<file path="src/rtl/scan_ir_pkg.sv">
package scan_ir_pkg;

   typedef enum logic [1:0] {
      DR_PASS     = 2'd0,
      DR_BOUNDARY = 2'd1,
      DR_IDENT    = 2'd2
   } dr_sel_e;

   typedef enum logic [2:0] {
      PIN_FUNC   = 3'd0,
      PIN_EXT    = 3'd1,
      PIN_INT    = 3'd2,
      PIN_CLAMP  = 3'd3,
      PIN_OFF    = 3'd4
   } pin_mode_e;

   localparam int unsigned ID_W = 32;

endpackage

</file>
<file path="src/rtl/scan_ir_reg.sv">
module scan_ir_reg #(
   parameter int unsigned IR_W = 4
) (
   input  logic            clk,
   input  logic            rst_n,
   input  logic            tdi_i,
   input  logic            capture_i,
   input  logic            shift_i,
   input  logic            update_i,
   output logic            sr_lsb_o,
   output logic [IR_W-1:0] instr_o,
   output logic            fresh_o
);
   // status pattern: 01 in the two low bits, zeros above
   localparam logic [IR_W-1:0] CAP_PAT = IR_W'(1);

   logic [IR_W-1:0] sr_q;
   logic [IR_W-1:0] sh_q;
   logic            fresh_q;

   always_ff @(posedge clk or negedge rst_n) begin
      if (!rst_n) begin
         sr_q <= '1;
      end else if (capture_i) begin
         sr_q <= CAP_PAT;
      end else if (shift_i) begin
         sr_q <= {tdi_i, sr_q[IR_W-1:1]};
      end
   end

   always_ff @(posedge clk or negedge rst_n) begin
      if (!rst_n) begin
         sh_q    <= '1;
         fresh_q <= 1'b1;
      end else if (update_i) begin
         sh_q    <= sr_q;
         fresh_q <= 1'b0;
      end
   end

   assign sr_lsb_o = sr_q[0];
   assign instr_o  = sh_q;
   assign fresh_o  = fresh_q;

endmodule

</file>
<file path="src/rtl/scan_ir_decode.sv">
module scan_ir_decode
   import scan_ir_pkg::*;
#(
   parameter int unsigned IR_W      = 4,
   parameter bit          HAS_ID    = 1'b1,
   parameter int unsigned OP_SAMPLE = 1,
   parameter int unsigned OP_INTEST = 2,
   parameter int unsigned OP_CLAMP  = 3,
   parameter int unsigned OP_HIGHZ  = 4,
   parameter int unsigned OP_IDCODE = 5
) (
   input  logic [IR_W-1:0] instr_i,
   input  logic            fresh_i,
   output dr_sel_e         dr_sel_o,
   output pin_mode_e       mode_o
);
   localparam logic [IR_W-1:0] C_EXT    = '0;
   localparam logic [IR_W-1:0] C_SAMPLE = IR_W'(OP_SAMPLE);
   localparam logic [IR_W-1:0] C_INTEST = IR_W'(OP_INTEST);
   localparam logic [IR_W-1:0] C_CLAMP  = IR_W'(OP_CLAMP);
   localparam logic [IR_W-1:0] C_HIGHZ  = IR_W'(OP_HIGHZ);
   localparam logic [IR_W-1:0] C_IDCODE = IR_W'(OP_IDCODE);

   always_comb begin
      dr_sel_o = DR_PASS;
      mode_o   = PIN_FUNC;
      if (fresh_i && HAS_ID) begin
         dr_sel_o = DR_IDENT;
      end else if (instr_i == C_EXT) begin
         dr_sel_o = DR_BOUNDARY;
         mode_o   = PIN_EXT;
      end else if (instr_i == C_SAMPLE) begin
         dr_sel_o = DR_BOUNDARY;
      end else if (instr_i == C_INTEST) begin
         dr_sel_o = DR_BOUNDARY;
         mode_o   = PIN_INT;
      end else if (instr_i == C_CLAMP) begin
         mode_o   = PIN_CLAMP;
      end else if (instr_i == C_HIGHZ) begin
         mode_o   = PIN_OFF;
      end else if (instr_i == C_IDCODE && HAS_ID) begin
         dr_sel_o = DR_IDENT;
      end
   end

endmodule

</file>
<file path="src/rtl/scan_dr_bank.sv">
module scan_dr_bank
   import scan_ir_pkg::*;
#(
   parameter bit              HAS_ID   = 1'b1,
   parameter logic [ID_W-1:0] ID_VALUE = 32'h1A5C_E0F3
) (
   input  logic    clk,
   input  logic    rst_n,
   input  logic    tdi_i,
   input  logic    capture_i,
   input  logic    shift_i,
   input  dr_sel_e sel_i,
   output logic    pass_so_o,
   output logic    id_so_o
);
   logic pass_q;

   always_ff @(posedge clk or negedge rst_n) begin
      if (!rst_n) begin
         pass_q <= 1'b0;
      end else if (sel_i == DR_PASS) begin
         if (capture_i)    pass_q <= 1'b0;
         else if (shift_i) pass_q <= tdi_i;
      end
   end
   assign pass_so_o = pass_q;

   generate
      if (HAS_ID) begin : g_id
         logic [ID_W-1:0] id_q;
         always_ff @(posedge clk or negedge rst_n) begin
            if (!rst_n) begin
               id_q <= ID_VALUE;
            end else if (sel_i == DR_IDENT) begin
               if (capture_i)    id_q <= ID_VALUE;
               else if (shift_i) id_q <= {tdi_i, id_q[ID_W-1:1]};
            end
         end
         assign id_so_o = id_q[0];
      end else begin : g_no_id
         assign id_so_o = 1'b0;
      end
   endgenerate

endmodule

</file>
<file path="src/rtl/scan_ir_select.sv">
module scan_ir_select
   import scan_ir_pkg::*;
#(
   parameter int unsigned     IR_W      = 4,
   parameter bit              HAS_ID    = 1'b1,
   parameter logic [ID_W-1:0] ID_VALUE  = 32'h1A5C_E0F3,
   parameter int unsigned     OP_SAMPLE = 1,
   parameter int unsigned     OP_INTEST = 2,
   parameter int unsigned     OP_CLAMP  = 3,
   parameter int unsigned     OP_HIGHZ  = 4,
   parameter int unsigned     OP_IDCODE = 5
) (
   input  logic            clk,
   input  logic            rst_n,
   input  logic            tdi_i,
   input  logic            ir_path_i,
   input  logic            ir_capture_i,
   input  logic            ir_shift_i,
   input  logic            ir_update_i,
   input  logic            dr_capture_i,
   input  logic            dr_shift_i,
   input  logic            bsr_so_i,
   output logic            tdo_o,
   output logic [IR_W-1:0] ir_q_o,
   output logic [1:0]      dr_sel_o,
   output logic [2:0]      mode_o
);
   localparam int unsigned OP_MAX = (1 << IR_W) - 2;

   // elaboration-time parameter checks
   generate
      if (IR_W < 2 || IR_W > 16) begin : g_bad_width
         $error("IR_W must lie in 2..16");
      end
      if (OP_SAMPLE == 0 || OP_SAMPLE > OP_MAX || OP_INTEST == 0 || OP_INTEST > OP_MAX ||
          OP_CLAMP  == 0 || OP_CLAMP  > OP_MAX || OP_HIGHZ  == 0 || OP_HIGHZ  > OP_MAX ||
          OP_IDCODE == 0 || OP_IDCODE > OP_MAX) begin : g_bad_op
         $error("opcodes must differ from all-zeros and all-ones and fit IR_W");
      end
      if (OP_SAMPLE == OP_INTEST || OP_SAMPLE == OP_CLAMP || OP_SAMPLE == OP_HIGHZ ||
          OP_SAMPLE == OP_IDCODE || OP_INTEST == OP_CLAMP || OP_INTEST == OP_HIGHZ ||
          OP_INTEST == OP_IDCODE || OP_CLAMP  == OP_HIGHZ || OP_CLAMP  == OP_IDCODE ||
          OP_HIGHZ  == OP_IDCODE) begin : g_dup_op
         $error("opcodes must be distinct");
      end
      if (HAS_ID && ID_VALUE[0] != 1'b1) begin : g_bad_id
         $error("identity value bit 0 must be 1");
      end
   endgenerate

   logic      ir_lsb;
   logic      fresh;
   logic      pass_so;
   logic      id_so;
   dr_sel_e   dr_sel;
   pin_mode_e mode;

   scan_ir_reg #(.IR_W(IR_W)) u_ir (
      .clk       (clk),
      .rst_n     (rst_n),
      .tdi_i     (tdi_i),
      .capture_i (ir_capture_i),
      .shift_i   (ir_shift_i),
      .update_i  (ir_update_i),
      .sr_lsb_o  (ir_lsb),
      .instr_o   (ir_q_o),
      .fresh_o   (fresh)
   );

   scan_ir_decode #(
      .IR_W      (IR_W),
      .HAS_ID    (HAS_ID),
      .OP_SAMPLE (OP_SAMPLE),
      .OP_INTEST (OP_INTEST),
      .OP_CLAMP  (OP_CLAMP),
      .OP_HIGHZ  (OP_HIGHZ),
      .OP_IDCODE (OP_IDCODE)
   ) u_dec (
      .instr_i  (ir_q_o),
      .fresh_i  (fresh),
      .dr_sel_o (dr_sel),
      .mode_o   (mode)
   );

   scan_dr_bank #(.HAS_ID(HAS_ID), .ID_VALUE(ID_VALUE)) u_bank (
      .clk       (clk),
      .rst_n     (rst_n),
      .tdi_i     (tdi_i),
      .capture_i (dr_capture_i),
      .shift_i   (dr_shift_i),
      .sel_i     (dr_sel),
      .pass_so_o (pass_so),
      .id_so_o   (id_so)
   );

   always_comb begin
      if (ir_path_i) begin
         tdo_o = ir_lsb;
      end else begin
         unique case (dr_sel)
            DR_BOUNDARY: tdo_o = bsr_so_i;
            DR_IDENT:    tdo_o = id_so;
            default:     tdo_o = pass_so;
         endcase
      end
   end

   assign dr_sel_o = dr_sel;
   assign mode_o   = mode;

endmodule

</file>
<file path="config.mk">
export PLATFORM = sky130hd
export DESIGN_NAME = scan_ir_select
export DESIGN_NICKNAME = d
export VERILOG_FILES = /design/src/rtl/scan_ir_pkg.sv /design/src/rtl/scan_ir_reg.sv /design/src/rtl/scan_ir_decode.sv /design/src/rtl/scan_dr_bank.sv /design/src/rtl/scan_ir_select.sv
export SDC_FILE = /design/constraint.sdc
export NUM_CORES = 1
export LEC_CHECK = 0
export BUFFER_PORTS_ARGS = -buffer_cell sky130_fd_sc_hd__buf_2
export CAP_MARGIN = 20
export CORE_MARGIN = 8
export CORE_UTILIZATION = 61
export DETAILED_ROUTE_END_ITERATION = 10
export PLACE_DENSITY_LB_ADDON = 0.25
export RECOVER_POWER = 100
export SLEW_MARGIN = 10
export SYNTH_ARGS = -nofsm -noshare
export SYNTH_HDL_FRONTEND = slang
export SYNTH_SLANG_ARGS = --single-unit
export TNS_END_PERCENT = 5
</file>
<file path="constraint.sdc">
create_clock -name clk -period 4.2 [get_ports clk]
set_clock_uncertainty 0.1 [all_clocks]
set_input_delay 0.84 -clock clk [delete_from_list [all_inputs] [get_ports clk]]
set_output_delay 0.84 -clock clk [all_outputs]
set_load 0.01 [all_outputs]
</file>
==> run summary <==
Largest stage delay, worst path = 1.66 ns
Critical path launch point type = input port
Final WS setup = 0.966 ns
Yosys warning count = 0
Max rail drop VDD = 0.256 mV
Clock Path Buffers = 2
Maxcap violations = 2
Synthesized Nets = 199
Dpl ws = 1.53 ns
Initial antenna violation count = 0
Worst-skew pair later-pin latency = 0.36 ns
Top_reg_cell synth = dfstp_2
Most numerous cell in the Yosys netlist = nand2_1
Run status = finished, violations left
CP startpoint = dr_capture_i
Final TNS setup = 0 ns
CTS Buf Count = 5
Violated checks = max-capacitance violations, max-slew violations
Via/cell ratio = 5.29
Final min period = 3.23 ns
Worst Path Required = 4.33 ns
Fin. Hold Viols = 0
Core footprint = 0.00298 mm²
Sequential area share after synthesis = 0.582
Vias = 1,248
Async S/R FF share, synth = 1.00
Hold_buf cts = 0
Hold Path Origin = u_bank.g_id.id_q[18]$_DFFE_PN1P_
Row cnt = 20
Slowest-stage cell, CP = o21ai_0
Synth Cell Area = 0.00186 mm²
Cell variety after synth = 28
EDFF count, synth = 0
Post-synth top area share = 0.354
CTS root buffer = clkbuf_4
Cell count after synthesis = 186
Setup bufs post-CTS = 0
Buffers on Ports = 19
Syn_area_per_cell = 9.99 µm²
Gr ovfl total = 0
Initial DRC Count = 84
Worst-path clk slew = 0.11 ns
Layout cell share with drive strength beyond 1 = 0.207
Max-slew violation count = 63
Metal2 WL = 1.39 mm
Crit Path Class = in -> reg
CTS tree = built
Leak Pwr = 0.848 nW
Met1 Wirelength = 1.45 mm
Chip Height = 71.2 µm
PD cells = 417 mW/mm²
Critical R2R Launch = u_ir.instr_o[2]$_DFFE_PN1P_
Antenna cells = 0
Starting Density = 0.624
R2R Setup Slk = 1.46 ns
Sink count of the clock tree = 42
Largest net degree at the start of global routing = 65
# nets final = 215
Tcrit/Tclk final = 0.770
Synth cell count leaders = nand2_1, dfstp_2, o21ai_0
FMAX = 0.309 GHz
Met3 Wirelength = 170 µm
Placed inst area = 0.00193 mm²
First-pass GRT wire length = 5.33 mm
Syn-to-layout area delta = 8.42%
Worst-path cell chain = clkbuf_1, o21ai_0, buf_16, o21ai_0
Synth Register Bits = 42
H-tree lvl count = 2
HP Class = reg -> reg
RSZ-0062 raised after global routing = false
Vias in the first global route = 1,235
Overall power = 0.839 mW
# resized after CTS = 0
Remaining DRCs = 0
Worst Tran Pin Value = 2.09 ns
CP Capture Type = flop
Routed len/inst = 13.0 µm
Detailed Route WL = 3.06 mm
Top cells by area, synth = dfstp_2, dfrtp_1, nand2_1
Area leader, netlist = dfstp_2
Worst Path Arrival = 3.36 ns
Critical-path maximum fanout = 45
GR Util All Layers = 0.133
Worst hold margin = 0.385 ns
Die area = 0.00507 mm²
Gpl congestion = 0.755
Final setup viols = 0
ANT nets after route = 0
Drt pass-1 iters = 4
HPWL Detailed = 2.07 mm
Rel. slew slack = -0.395
Most common cell on crit path = o21ai_0
Design Area, Final = 0.00201 mm²
IO Count = 20
Die W = 71.2 µm
Max Used Layer = met4
[worst max-delay path, delay by kind of cell]
family	cells	cell delay [ns]
AO/OA/AOI/OAI	2	1.79
buffers and inverters	2	0.72
[final cells by class]
class | count | area [µm²]
fillers | 254 | 963
well taps | 33 | 41.3
flip-flops and latches | 42 | 1080
inverters | 3 | 11.3
repair buffers | 20 | 109
clock inverters | 3 | 40.0
multi-input cells | 130 | 693
clock buffers | 5 | 37.5
[placed cells by master (no fill, tap or decap), types with 2 or more instances in the layout]
cell,instances
dfrtp_1,17
inv_1,3
nor2b_1,3
dfstp_2,20
nor2_1,19
mux2_2,4
dfstp_1,5
nand2b_1,17
clkbuf_4,5
nand2_1,34
mux2i_1,3
ha_1,3
o21ai_0,32
nor3b_1,2
buf_2,8
clkbuf_1,11
nor3_1,3
clkinv_2,2
[power by group]
part | total (mW) | internal, mW | leakage (nW) | switching [mW]
registers | 0.491 | 0.467 | 0.495 | 0.0242
logic | 0.0953 | 0.0398 | 0.308 | 0.0555
clock network | 0.253 | 0.123 | 0.0450 | 0.129
[final timing paths]
kind                                                    endpoint  depth (start not counted)
worst min register to register  u_bank.g_id.id_q[18]$_DFFE_PN1P_                          2
min in group asynchronous        u_bank.g_id.id_q[2]$_DFFE_PN0P_                          1
worst max-delay path            u_bank.g_id.id_q[26]$_DFFE_PN0P_                          4
max in group asynchronous       u_bank.g_id.id_q[26]$_DFFE_PN0P_                          1
worst max register to register  u_bank.g_id.id_q[26]$_DFFE_PN0P_                          7
worst min-delay path            u_bank.g_id.id_q[18]$_DFFE_PN1P_                          2
[through the flow]
| stage | utilization | cells |
|---|---|---|
| 3_3_place_gp | 0.650 | 227 |
| 2_1_floorplan | - | 186 |
| 3_5_place_dp | 0.650 | 227 |
| 4_1_cts | 0.676 | 235 |
| 6_report | 0.676 | 236 |
| 5_1_grt | 0.676 | 236 |
[layer usage]
layer | global-route usage | up-vias
li1 | - | 636
met1 | 0.150 | 581
met2 | 0.214 | 24
met3 | 0.0410 | 7
met4 | 0.0831 | 0
met5 | 0 | -
[cell families (layout without fill, tap and decap cells)]
| logic type | after synthesis | count (layout) | share of synthesized area |
|---|---|---|---|
| muxes | 7 | 7 | 0.0404 |
| buffers and inverters | 14 | 31 | 0.0384 |
| DFF | 42 | 42 | 0.582 |
| adders and majority gates | 3 | 3 | 0.0202 |
| AOI/OAI and AO/OA | 39 | 39 | 0.119 |
| and+or+nand+nor | 81 | 81 | 0.200 |
[registers in the layout, summed over array words and instances (netlist names)]
signal,flops
u_bank.pass_so_o,1
u_bank.g_id.id_q,32
u_ir.fresh_o,1
u_ir.instr_o,4
u_ir.sr_q,4
(Power assumes the default switching activity.)
